<file path="config.mk">
export PLATFORM = sky130hd
export DESIGN_NAME = irq_vector_gen
export DESIGN_NICKNAME = d
export VERILOG_FILES = /design/src/rtl/irq_vec_pkg.sv /design/src/rtl/irq_cfg_regs.sv /design/src/rtl/irq_level_scan.sv /design/src/rtl/irq_arbiter.sv /design/src/rtl/irq_vector_gen.sv
export SDC_FILE = /design/constraint.sdc
export NUM_CORES = 1
export LEC_CHECK = 0
export BUFFER_PORTS_ARGS = -buffer_cell sky130_fd_sc_hd__buf_2
export CORE_MARGIN = 2
export CORE_UTILIZATION = 57
export DETAILED_ROUTE_END_ITERATION = 10
export PLACE_DENSITY = 0.83
export SYNTH_ARGS = -nofsm -noshare
export SYNTH_HDL_FRONTEND = slang
export SYNTH_HIERARCHICAL = 1
export SYNTH_SLANG_ARGS = --single-unit
</file>
<file path="constraint.sdc">
create_clock -name clk -period 12.8 [get_ports clk]
set_input_delay 1.28 -clock clk [delete_from_list [all_inputs] [get_ports clk]]
set_output_delay 1.28 -clock clk [all_outputs]
set_load 0.02 [all_outputs]
</file>
<file path="src/rtl/irq_vec_pkg.sv">
package irq_vec_pkg;

   localparam int LVL_W = 3;
   localparam int PRI_W = 2;

   // Control register layout: [5:3] level, [2:1] priority, [0] autovector enable
   typedef struct packed {
      logic [LVL_W-1:0] lvl;
      logic [PRI_W-1:0] pri;
      logic             autovec;
   } src_cfg_t;

   localparam int CFG_W = $bits(src_cfg_t);

endpackage

</file>
<file path="src/rtl/irq_cfg_regs.sv">
module irq_cfg_regs
   import irq_vec_pkg::*;
#(
   parameter int NUM_SRC = 8,
   localparam int IDX_W = (NUM_SRC > 1) ? $clog2(NUM_SRC) : 1
) (
   input  logic                      clk,
   input  logic                      rst_n,
   input  logic                      we,
   input  logic [IDX_W-1:0]          idx,
   input  src_cfg_t                  wdata,
   output src_cfg_t [NUM_SRC-1:0]    cfg
);

   // One register per source, each decoding its own write select
   for (genvar g = 0; g < NUM_SRC; g++) begin : g_src
      logic sel;
      assign sel = we && (idx == IDX_W'(g));

      always_ff @(posedge clk or negedge rst_n) begin
         if (!rst_n) begin
            cfg[g] <= '0;
         end else if (sel) begin
            cfg[g] <= wdata;
         end
      end
   end

endmodule

</file>
<file path="src/rtl/irq_level_scan.sv">
module irq_level_scan
   import irq_vec_pkg::*;
#(
   parameter int NUM_SRC = 8
) (
   input  logic [NUM_SRC-1:0]     req,
   input  src_cfg_t [NUM_SRC-1:0] cfg,
   output logic [NUM_SRC-1:0]     pend,
   output logic [LVL_W-1:0]       max_lvl
);

   // A source is pending only if requesting and enabled (nonzero level)
   for (genvar g = 0; g < NUM_SRC; g++) begin : g_pend
      assign pend[g] = req[g] && (cfg[g].lvl != '0);
   end

   always_comb begin
      max_lvl = '0;
      for (int i = 0; i < NUM_SRC; i++) begin
         if (pend[i] && (cfg[i].lvl > max_lvl)) begin
            max_lvl = cfg[i].lvl;
         end
      end
   end

endmodule

</file>
<file path="src/rtl/irq_arbiter.sv">
module irq_arbiter
   import irq_vec_pkg::*;
#(
   parameter int NUM_SRC = 8,
   localparam int IDX_W = (NUM_SRC > 1) ? $clog2(NUM_SRC) : 1
) (
   input  logic [NUM_SRC-1:0]     pend,
   input  src_cfg_t [NUM_SRC-1:0] cfg,
   input  logic [LVL_W-1:0]       lvl,
   output logic                   found,
   output logic [IDX_W-1:0]       win_idx,
   output logic                   win_autovec
);

   logic [PRI_W-1:0] best_pri;

   // Scan from the top index down; ">=" lets a lower index take over on a tie
   always_comb begin
      found       = 1'b0;
      win_idx     = '0;
      win_autovec = 1'b0;
      best_pri    = '0;
      for (int i = NUM_SRC - 1; i >= 0; i--) begin
         if (pend[i] && (cfg[i].lvl == lvl) && (!found || (cfg[i].pri >= best_pri))) begin
            found       = 1'b1;
            win_idx     = IDX_W'(i);
            win_autovec = cfg[i].autovec;
            best_pri    = cfg[i].pri;
         end
      end
   end

endmodule

</file>
<file path="src/rtl/irq_vector_gen.sv">
module irq_vector_gen
   import irq_vec_pkg::*;
#(
   parameter int NUM_SRC      = 8,
   parameter int VEC_W        = 8,
   parameter int AUTOVEC_BASE = 24,
   parameter int SPURIOUS_VEC = 24,
   localparam int IDX_W = (NUM_SRC > 1) ? $clog2(NUM_SRC) : 1
) (
   input  logic                       clk,
   input  logic                       rst_n,
   input  logic                       cfg_we,
   input  logic [IDX_W-1:0]           cfg_idx,
   input  logic [CFG_W-1:0]           cfg_data,
   input  logic [NUM_SRC-1:0]         src_req,
   input  logic [NUM_SRC*VEC_W-1:0]   src_vec,
   input  logic                       ack_stb,
   input  logic [LVL_W-1:0]           ack_lvl,
   output logic [LVL_W-1:0]           pend_lvl,
   output logic [VEC_W-1:0]           vec_out,
   output logic                       vec_valid
);

   localparam int MAX_LVL = (1 << LVL_W) - 1;

   // Elaboration-time parameter checks
   if (NUM_SRC < 1) begin : g_chk_src
      $error("irq_vector_gen: NUM_SRC must be at least 1");
   end
   if (AUTOVEC_BASE + MAX_LVL >= (1 << VEC_W)) begin : g_chk_av
      $error("irq_vector_gen: autovector range exceeds VEC_W");
   end
   if (SPURIOUS_VEC >= (1 << VEC_W)) begin : g_chk_sp
      $error("irq_vector_gen: spurious vector exceeds VEC_W");
   end

   src_cfg_t [NUM_SRC-1:0] cfg;
   logic [NUM_SRC-1:0]     pend;
   logic                   found;
   logic [IDX_W-1:0]       win_idx;
   logic                   win_autovec;
   logic [VEC_W-1:0]       next_vec;

   irq_cfg_regs #(.NUM_SRC(NUM_SRC)) u_regs (
      .clk   (clk),
      .rst_n (rst_n),
      .we    (cfg_we),
      .idx   (cfg_idx),
      .wdata (src_cfg_t'(cfg_data)),
      .cfg   (cfg)
   );

   irq_level_scan #(.NUM_SRC(NUM_SRC)) u_scan (
      .req     (src_req),
      .cfg     (cfg),
      .pend    (pend),
      .max_lvl (pend_lvl)
   );

   irq_arbiter #(.NUM_SRC(NUM_SRC)) u_arb (
      .pend        (pend),
      .cfg         (cfg),
      .lvl         (ack_lvl),
      .found       (found),
      .win_idx     (win_idx),
      .win_autovec (win_autovec)
   );

   // Vector selection: spurious, computed from level, or source supplied
   always_comb begin
      if (!found) begin
         next_vec = VEC_W'(SPURIOUS_VEC);
      end else if (win_autovec) begin
         next_vec = VEC_W'(AUTOVEC_BASE) + VEC_W'(ack_lvl);
      end else begin
         next_vec = src_vec[win_idx*VEC_W +: VEC_W];
      end
   end

   always_ff @(posedge clk or negedge rst_n) begin
      if (!rst_n) begin
         vec_out   <= '0;
         vec_valid <= 1'b0;
      end else begin
         vec_valid <= ack_stb;
         if (ack_stb) begin
            vec_out <= next_vec;
         end
      end
   end

endmodule

</file>
==> results.json, run 1 <==
{
  "dpl_cell_area_um2": 5590,
  "worstSetupPathType": "in2out",
  "wl_met3_um": 473,
  "antenna_found_initial": 0,
  "regArea_um2": 1430,
  "synth_top_area_share": 0.282,
  "place_ws_ns": 0.878,
  "ctsResizeCount": 0,
  "vias": 4302,
  "ioPinCount": 100,
  "cts_buffer_depth": 2,
  "finalSetupViolCount": 0,
  "relSlewSlack": 0.0920,
  "syn_area_um2": 5060,
  "area_delta_synth_final_pct": 13.7,
  "peakVddDrop_mv": 0.0715,
  "synth-simple-area-share": 0.140,
  "wl_met1_mm": 5.01,
  "drive_gt1_frac": 0.367,
  "ctsHoldBuffers": 0,
  "yosys_register_bits": 57,
  "insertion_delay_ns": 0.34,
  "p_leak_nw": 2.59,
  "cts-root-buf": "clkbuf_8",
  "gr-total-overflow": 0,
  "slowest_stage": "a2111o_1",
  "diodes": 0,
  "post-route-min-period_ns": 11.89,
  "power_density_nw_per_um2": 165,
  "core-area_um2": 8680,
  "synth_top_family_by_area": "compound AO/OA/AOI/OAI gates",
  "top_layer_used": "met4",
  "cpLargestDelayFamily": "compound AO/OA/AOI/OAI gates",
  "grt_max_degree": 58,
  "gp_congestion": 0.869,
  "row_count": 34,
  "h-tree-depth": 3,
  "die_w_um": 98.2,
  "path_max_fanout": 7,
  "finalInstanceArea_um2": 5750,
  "finClkSkew_ns": 0.00792,
  "drt-initial-drc-count": 219,
  "fin_ws_ns": 0.908,
  "nets": 707,
  "synth_edf_count": 0,
  "clock_sinks": 57,
  "required_ns": 11.52,
  "cp_common_cell": "ha_1",
  "nFillCells": 706,
  "synth_mux_area_frac": 0.193,
  "via_per_inst": 6.11,
  "max_freq_mhz": 84.1,
  "yosysWarnings": 6,
  "synth.most_common_cell": "dfrtp_1",
  "die_area_um2": 9640,
  "tns_ns": 0,
  "period_share": 0.929,
  "yosysSeqAreaShare": 0.282,
  "worst-endpoint-arrival_ns": 10.61,
  "grt_usage": 0.251,
  "critPathBufInv": 4,
  "drc": 0,
  "grt_pass1_vias": 4295,
  "yosys.area.top_type": "dfrtp_1",
  "cts-buffers-inserted": 9,
  "synth_xor_area_frac": 0.0522,
  "portBuffers": 99,
  "wl_met2_mm": 6.35,
  "synthCells": 497,
  "hold_path.class": "reg2reg",
  "postRouteAntennaNets": 0,
  "synth.distinct_cells": 87,
  "end_kind": "primary output",
  "synth-async-reset-ratio": 1.00,
  "start_util": 0.583,
  "finalHoldViolations": 0,
  "dpl.hpwl_mm": 9.34,
  "synth_area_leaders": "dfrtp_1, mux2_2, ha_1, mux2i_1, xnor2_1",
  "grt_pass1_wl_mm": 19.9,
  "cts_tree": "done",
  "synth_compound_area_frac": 0.204,
  "worstSetupStartpointType": "primary input",
  "post_drt_wl_per_cell_um": 17.0,
  "synth.avg_cell_area_um2": 10.2,
  "die_y_um": 98.2,
  "status": "finished, final reports clean",
  "report.final.slew_viol_count": 0,
  "power_mw": 0.952,
  "critPathMaxStageDelay_ns": 0.47,
  "clk_pin_slew_ns": 0.07,
  "tightest_slew_ns": 1.34,
  "yosys-top-cells-count": "dfrtp_1, mux2_2, inv_1, nand2_1, ha_1",
  "post_cts_buffers": 0,
  "yosys.area_share.adder": 0.0730,
  "ys.flop_type": "dfrtp_1",
  "drt_wl_total_mm": 12.0,
  "maxCapViolCount": 0,
  "synth_nets": 612,
  "first_pass_iters": 4,
  "multiInputGateArea_um2": 3360,
  "rsz0062_at_grt": "no"
}
-- area by class of cell --
type                    instances  area share
well taps                     108      0.0235
flip-flops and latches         57       0.248
clock buffers                  11      0.0246
multi-input cells             385       0.585
repair buffers                104      0.0927
clock inverters                 4     0.00348
inverters                      35      0.0228
-- metal layers --
layer  up-vias  global-route usage
li1       2067                   -
met1      2106               0.314
met2       113               0.450
met3        16              0.0387
met4         0              0.0748
met5         -                   0
-- where the power goes --
part / switching, mW / internal [mW] / leakage [nW]
logic: 0.288 / 0.247 / 1.81
registers: 0.0510 / 0.224 / 0.684
clock network: 0.0688 / 0.0730 / 0.0887
total: 0.408 / 0.544 / 2.59
-- final timing paths --
check | cells after the start | slack [ns] | start | end
setup / recovery | 48 | 0.91 | src_req[0] | pend_lvl[0]
hold reg to reg | 1 | 0.50 | u_regs/cfg[0]$_DFFE_PN0P_ | u_regs/cfg[0]$_DFFE_PN0P_
max in group asynchronous | 2 | 11.26 | rst_n | u_regs/cfg[16]$_DFFE_PN0P_
hold / removal | 1 | 0.50 | u_regs/cfg[0]$_DFFE_PN0P_ | u_regs/cfg[0]$_DFFE_PN0P_
setup reg to reg | 48 | 1.86 | u_regs/cfg[45]$_DFFE_PN0P_ | vec_out[1]$_DFFE_PN0P_
min in group asynchronous | 2 | 1.07 | rst_n | u_regs/cfg[37]$_DFFE_PN0P_
-- per-stage QoR --
| step | hold slack, ns | std cells | util |
|---|---|---|---|
| after floorplan | 0.471 | 497 | - |
| after global placement | 0.482 | 689 | 0.644 |
| after detailed placement | 0.487 | 689 | 0.644 |
| after CTS | 0.502 | 704 | 0.662 |
| after global routing | 0.532 | 704 | 0.663 |
| final | 0.499 | 704 | 0.663 |
-- flip-flops by register name, indices dropped and copies added (netlist names) --
register / cells
vec_out: 8
vec_valid: 1
u_regs/cfg: 48
-- cell families after synthesis --
logic type / Yosys count
and+or+nand+nor: 120
buffers and inverters: 55
xor gates and xnor gates: 25
DFF: 57
adders and majority gates: 30
muxes: 84
AOI/OAI and AO/OA: 126
-- cells in the final DEF (no fill, tap or decap), drive strengths merged, types with 3 or more instances in the layout --
cell type and count:
o31ai 9, nand4 10, xnor2 25, and2 4
nor2 22, clkbuf 11, nor4 3, ha 27
maj3 3, o211ai 6, a211oi 4, a311oi 3
nand2b 11, nor3 5, o22ai 7, nor4bb 3
a221oi 3, o221ai 4, mux2 53, a2111oi 4
a21o 14, mux2i 26, a31oi 5, nand2 30
clkinv 4, o31a 8, nand4b 3, o21ai 14
nor2b 7, a21oi 21, dfrtp 57, o21bai 3
or2 4, nand3 8, a22oi 3, inv 35
mux4 5, buf 104
-- worst reg2reg max path: cells and delay by family, from the launching register on --
family / cells / cell delay [ns]
adder cells (fa/ha/maj): 7 / 1.91
AO/OA/AOI/OAI: 23 / 5.23
flip-flops: 1 / 0.46
multiplexers: 2 / 0.57
buffers and inverters: 2 / 0.39
AND/OR/NAND/NOR: 14 / 2.27
No activity file was read; power rests on OpenSTA's default activity.
==> run 2: changes to the inputs <==
Settings changed: CORE_UTILIZATION 57 to 51, PLACE_DENSITY 0.83 to 0.79.
Clock period 12.8 ns to 9.9 ns, I/O delays scaled along.
==> results.json, run 2 (synthesis results as in run 1) <==
{
  "gr-total-overflow": 0,
  "finalHoldViolations": 0,
  "portBuffers": 99,
  "critPathMaxStageDelay_ns": 0.35,
  "tns_ns": -0.715,
  "nFillCells": 678,
  "start_util": 0.522,
  "via_per_inst": 5.97,
  "grt_usage": 0.251,
  "clk_pin_slew_ns": 0.06,
  "top_regs": "u_regs/cfg: 48 flops, vec_out: 8 flops, vec_valid: 1 flops",
  "max_freq_mhz": 98.5,
  "wl_met3_um": 809,
  "largest-register": "u_regs/cfg",
  "ioPinCount": 100,
  "post-route-min-period_ns": 10.15,
  "h-tree-depth": 3,
  "drt_wl_total_mm": 15.3,
  "grt_pass1_vias": 4693,
  "nets": 782,
  "cts_tree": "done",
  "insertion_delay_ns": 0.35,
  "clockPowerShare": 0.118,
  "finClkSkew_ns": 0.0110,
  "period_share": 1.03,
  "clock_sinks": 57,
  "drt-initial-drc-count": 230,
  "cts-buffers-inserted": 9,
  "critPathBufInv": 6,
  "row_count": 36,
  "final_common_cell": "buf_2",
  "gp_congestion": 0.841,
  "cts_buffer_depth": 2,
  "p_int_mw": 0.931,
  "wl_met1_mm": 5.94,
  "power_frac_seq": 0.228,
  "final_cell_mix": "buf_2, buf_4, dfrtp_1, mux2_2, inv_1",
  "path_max_fanout": 6,
  "post-route-util": 0.710,
  "finalSetupViolCount": 3,
  "hold_path.class": "reg2reg",
  "power_density_nw_per_um2": 231,
  "core-area_um2": 9680,
  "wl_met2_mm": 7.99,
  "worst-endpoint-arrival_ns": 9.16,
  "p_leak_nw": 3.06,
  "die_y_um": 104,
  "worstSetupPathType": "in2out",
  "first_pass_iters": 5,
  "grt_pass1_wl_mm": 22.1,
  "grt_max_degree": 58,
  "worstSetupStartpointType": "primary input",
  "multiInputGateArea_um2": 3790,
  "regArea_um2": 1430,
  "swShare": 0.414,
  "vias": 4807,
  "power.net_switching_mw": 0.657,
  "rsz0062_at_grt": "yes",
  "antenna_found_initial": 1,
  "tightest_slew_ns": 0.737,
  "top_layer_used": "met4",
  "post_drt_wl_per_cell_um": 18.9,
  "end_kind": "primary output",
  "drc": 0,
  "cts-root-buf": "clkbuf_8",
  "report.final.slew_viol_count": 0,
  "relSlewSlack": 0.509,
  "violations": "setup timing",
  "die_area_um2": 10700,
  "area_delta_synth_final_pct": 36.0,
  "cpLargestDelayFamily": "compound AO/OA/AOI/OAI gates",
  "postRouteAntennaNets": 0,
  "dpl.hpwl_mm": 10.2,
  "required_ns": 8.91,
  "die_w_um": 104,
  "maxCapViolCount": 0,
  "largest_reg_flops": 48,
  "power_mw": 1.59,
  "slowest_stage": "o31a_1",
  "peakVddDrop_mv": 0.165,
  "drive_gt1_frac": 0.529,
  "status": "finished with violations",
  "combPwrFrac": 0.654,
  "fin_ws_ns": -0.252
}
run 2: changes by cell type in the layout (fill, tap and decap cells not counted), moves of 4 or more:
| cell | delta |
|---|---|
| ha_1 | -10 |
| nor2_1 | -4 |
| a21oi_2 | +7 |
| a21oi_1 | -9 |
| ha_4 | +7 |
| buf_4 | +70 |
run 2: area by class of cell:
| type | instances | area share |
|---|---|---|
| Antenna cell | 1 | 0.000364 |
| Timing Repair Buffer | 179 | 0.175 |
| Inverter | 35 | 0.0191 |
| Multi-Input combinational cell | 385 | 0.550 |
| Sequential cell | 57 | 0.207 |
| Tap cell | 133 | 0.0242 |
| Clock buffer | 11 | 0.0205 |
| Clock inverter | 4 | 0.00291 |
run 2: final timing paths:
| kind | startpoint | to | slack (ns) | cells after the start |
|---|---|---|---|---|
| setup reg to reg | u_regs/cfg[45]$_DFFE_PN0P_ | vec_out[1]$_DFFE_PN0P_ | 0.22 | 49 |
| hold / removal | u_regs/cfg[44]$_DFFE_PN0P_ | u_regs/cfg[44]$_DFFE_PN0P_ | 0.51 | 1 |
| max in group asynchronous | rst_n | u_regs/cfg[21]$_DFFE_PN0P_ | 8.62 | 2 |
| min in group asynchronous | rst_n | u_regs/cfg[34]$_DFFE_PN0P_ | 0.80 | 2 |
| hold reg to reg | u_regs/cfg[44]$_DFFE_PN0P_ | u_regs/cfg[44]$_DFFE_PN0P_ | 0.51 | 1 |
| setup / recovery | src_req[0] | pend_lvl[0] | -0.25 | 49 |
run 2: timing repair:
action,4_1_cts,5_1_grt
hold buffers,0,0
gates resized for setup,31,48
setup buffers,15,24
pin swaps,41,30
endpoints found under the setup margin,11,11
gates cloned,0,4
run 2: stage by stage:
step | hold WS [ns] | instance area, um2 | worst slack [ns] | instances
after floorplan | 0.471 | 5130 | -0.0537 | 497
after global placement | 0.491 | 5960 | -0.384 | 746
after detailed placement | 0.493 | 5960 | -0.633 | 746
after CTS | 0.506 | 6380 | -0.214 | 776
after global routing | 0.515 | 6880 | -0.682 | 805
final | 0.508 | 6880 | -0.252 | 805
run 2: layer usage:
layer,global-route usage,up-vias
met4,0.102,0
met3,0.0541,53
met1,0.294,2363
met2,0.447,177
met5,0,-
li1,-,2214
run 2: worst register-to-register path, delay by kind of cell, from the launching register on:
kind / cells / cell delay [ns]
buffers and inverters: 2 / 0.29
AND/OR/NAND/NOR: 14 / 2.26
flip-flops: 1 / 0.47
adder cells (fa/ha/maj): 7 / 1.80
multiplexers: 2 / 0.55
AO/OA/AOI/OAI: 24 / 4.20
run 2: power groups by stage:
stage | Combinational, mW | Clock (mW) | Sequential, mW
4_1_cts | 0.868 | 0.189 | 0.358
3_3_place_gp | 0.755 | 0 | 0.356
6_report | 1.04 | 0.188 | 0.362
5_1_grt | 1.11 | 0.199 | 0.371
2_1_floorplan | 0.567 | 0 | 0.356
3_5_place_dp | 0.790 | 0 | 0.359
==> run 3: changes to the inputs <==
Settings changed: CORE_ASPECT_RATIO set to 0.75.
==> results.json, run 3 (synthesis results as in run 1) <==
{
  "antenna_found_initial": 0,
  "ctsHoldBuffers": 0,
  "final_cell_mix": "buf_2, buf_4, dfrtp_1, mux2_2, inv_1",
  "die_y_um": 90.3,
  "vias": 4833,
  "violations": "setup timing",
  "rsz0062_at_grt": "yes",
  "diodes": 0,
  "path_max_fanout": 5,
  "via_per_inst": 5.99,
  "die_area_um2": 10700,
  "cts_buffer_depth": 2,
  "area_delta_synth_final_pct": 37.6,
  "required_ns": 8.91,
  "drive_gt1_frac": 0.520,
  "nFillCells": 621,
  "postRouteAntennaNets": 0,
  "finalHoldViolations": 0,
  "power_density_nw_per_um2": 247,
  "h-tree-depth": 3,
  "dpl.cell_count": 755,
  "cts_tree": "done",
  "tightest_slew_ns": 0.847,
  "dpl.hpwl_mm": 10.4,
  "p_leak_nw": 3.10,
  "drt-initial-drc-count": 419,
  "status": "finished with violations",
  "post_drt_wl_per_cell_um": 19.0,
  "grt_max_degree": 58,
  "largest_reg_flops": 48,
  "finClkSkew_ns": 0.00658,
  "peakVddDrop_mv": 0.113,
  "gp_congestion": 0.835,
  "ioPinCount": 100,
  "finalNonFillerCells": 807,
  "grt_pass1_vias": 4710,
  "worstSetupStartpointType": "primary input",
  "relSlewSlack": 0.427,
  "gr-total-overflow": 0,
  "report.final.slew_viol_count": 0,
  "row_count": 31,
  "top_regs": "u_regs/cfg: 48 flops, vec_out: 8 flops, vec_valid: 1 flops",
  "cts-root-buf": "clkbuf_16",
  "maxCapViolCount": 0,
  "nets": 785,
  "post-route-min-period_ns": 10.48,
  "die_w_um": 119,
  "worst-endpoint-arrival_ns": 9.49,
  "first_pass_iters": 5,
  "largest-register": "u_regs/cfg",
  "multiInputGateArea_um2": 3730,
  "critPathMaxStageDelay_ns": 0.41,
  "clock_sinks": 57,
  "max_freq_mhz": 95.4,
  "portBuffers": 99,
  "hold_path.class": "reg2reg",
  "fin_ws_ns": -0.583,
  "grt_usage": 0.260,
  "slowest_stage": "o31ai_2",
  "drc": 0,
  "end_kind": "primary output",
  "start_util": 0.524,
  "cts-buffers-inserted": 9,
  "clk_pin_slew_ns": 0.05,
  "whs_ns": 0.502,
  "period_share": 1.06,
  "cp_common_cell": "ha_4",
  "insertion_delay_ns": 0.33,
  "drt_wl_total_mm": 15.3,
  "final_common_cell": "buf_2",
  "regArea_um2": 1430,
  "grt_pass1_wl_mm": 22.7,
  "finalSetupViolCount": 3,
  "worstSetupPathType": "in2out",
  "core-area_um2": 9660
}
run 3: what timing repair did:
action	CTS	global route
pin swaps	31	33
endpoints found under the setup margin	6	11
resized for setup	28	36
gates cloned	0	2
buffers inserted	19	15
run 3: critical path: cells and delay by family:
kind	cells	cell delay [ns]
AND/OR/NAND/NOR	11	1.52
adder cells (fa/ha/maj)	7	1.63
multiplexers	1	0.19
AO/OA/AOI/OAI	23	4.49
buffers and inverters	5	0.64
run 3: cell type report:
type | count | share of cell area
Multi-Input combinational cell | 385 | 0.536
Tap cell | 132 | 0.0237
Clock buffer | 10 | 0.0329
Inverter | 35 | 0.0189
Clock inverter | 6 | 0.00971
Sequential cell | 57 | 0.205
Timing Repair Buffer | 182 | 0.174
run 3: worst paths after layout:
check                                           start                         end  slack, ns  cells past startpoint
setup / recovery                           src_req[0]                 pend_lvl[1]      -0.58                     47
hold / removal             u_regs/cfg[31]$_DFFE_PN0P_  u_regs/cfg[31]$_DFFE_PN0P_       0.50                      1
setup reg to reg           u_regs/cfg[47]$_DFFE_PN0P_      vec_out[0]$_DFFE_PN0P_       0.48                     48
hold reg to reg            u_regs/cfg[31]$_DFFE_PN0P_  u_regs/cfg[31]$_DFFE_PN0P_       0.50                      1
max in group asynchronous                       rst_n  u_regs/cfg[47]$_DFFE_PN0P_       8.62                      2
min in group asynchronous                       rst_n  u_regs/cfg[25]$_DFFE_PN0P_       0.81                      2
run 3: metrics by stage:
stage | utilization | setup slack, ns | TNS, ns | instance area (um2) | total power, mW
2_1_floorplan | - | -0.0537 | -0.0537 | 5130 | 0.923
3_3_place_gp | 0.624 | -0.0556 | -0.297 | 6030 | 1.12
3_5_place_dp | 0.624 | -0.567 | -3.62 | 6030 | 1.17
4_1_cts | 0.685 | -0.0102 | -0.0146 | 6620 | 1.56
5_1_grt | 0.721 | -0.937 | -3.54 | 6960 | 1.81
6_report | 0.721 | -0.583 | -1.71 | 6960 | 1.72
run 3: power breakdown:
group | total, mW | internal [mW] | switching [mW]
Clock | 0.305 | 0.195 | 0.110
Sequential | 0.365 | 0.290 | 0.0746
Combinational | 1.05 | 0.540 | 0.507
Total | 1.72 | 1.02 | 0.692
run 3: routing by layer:
metal | global-route usage | wire length (um) | vias to the layer above | share of wire
met4 | 0.0665 | 294 | 0 | 0.019
met3 | 0.0511 | 728 | 36 | 0.047
met5 | 0 | 0 | - | 0
li1 | - | - | 2226 | -
met1 | 0.328 | 6400 | 2400 | 0.42
met2 | 0.456 | 7910 | 171 | 0.52
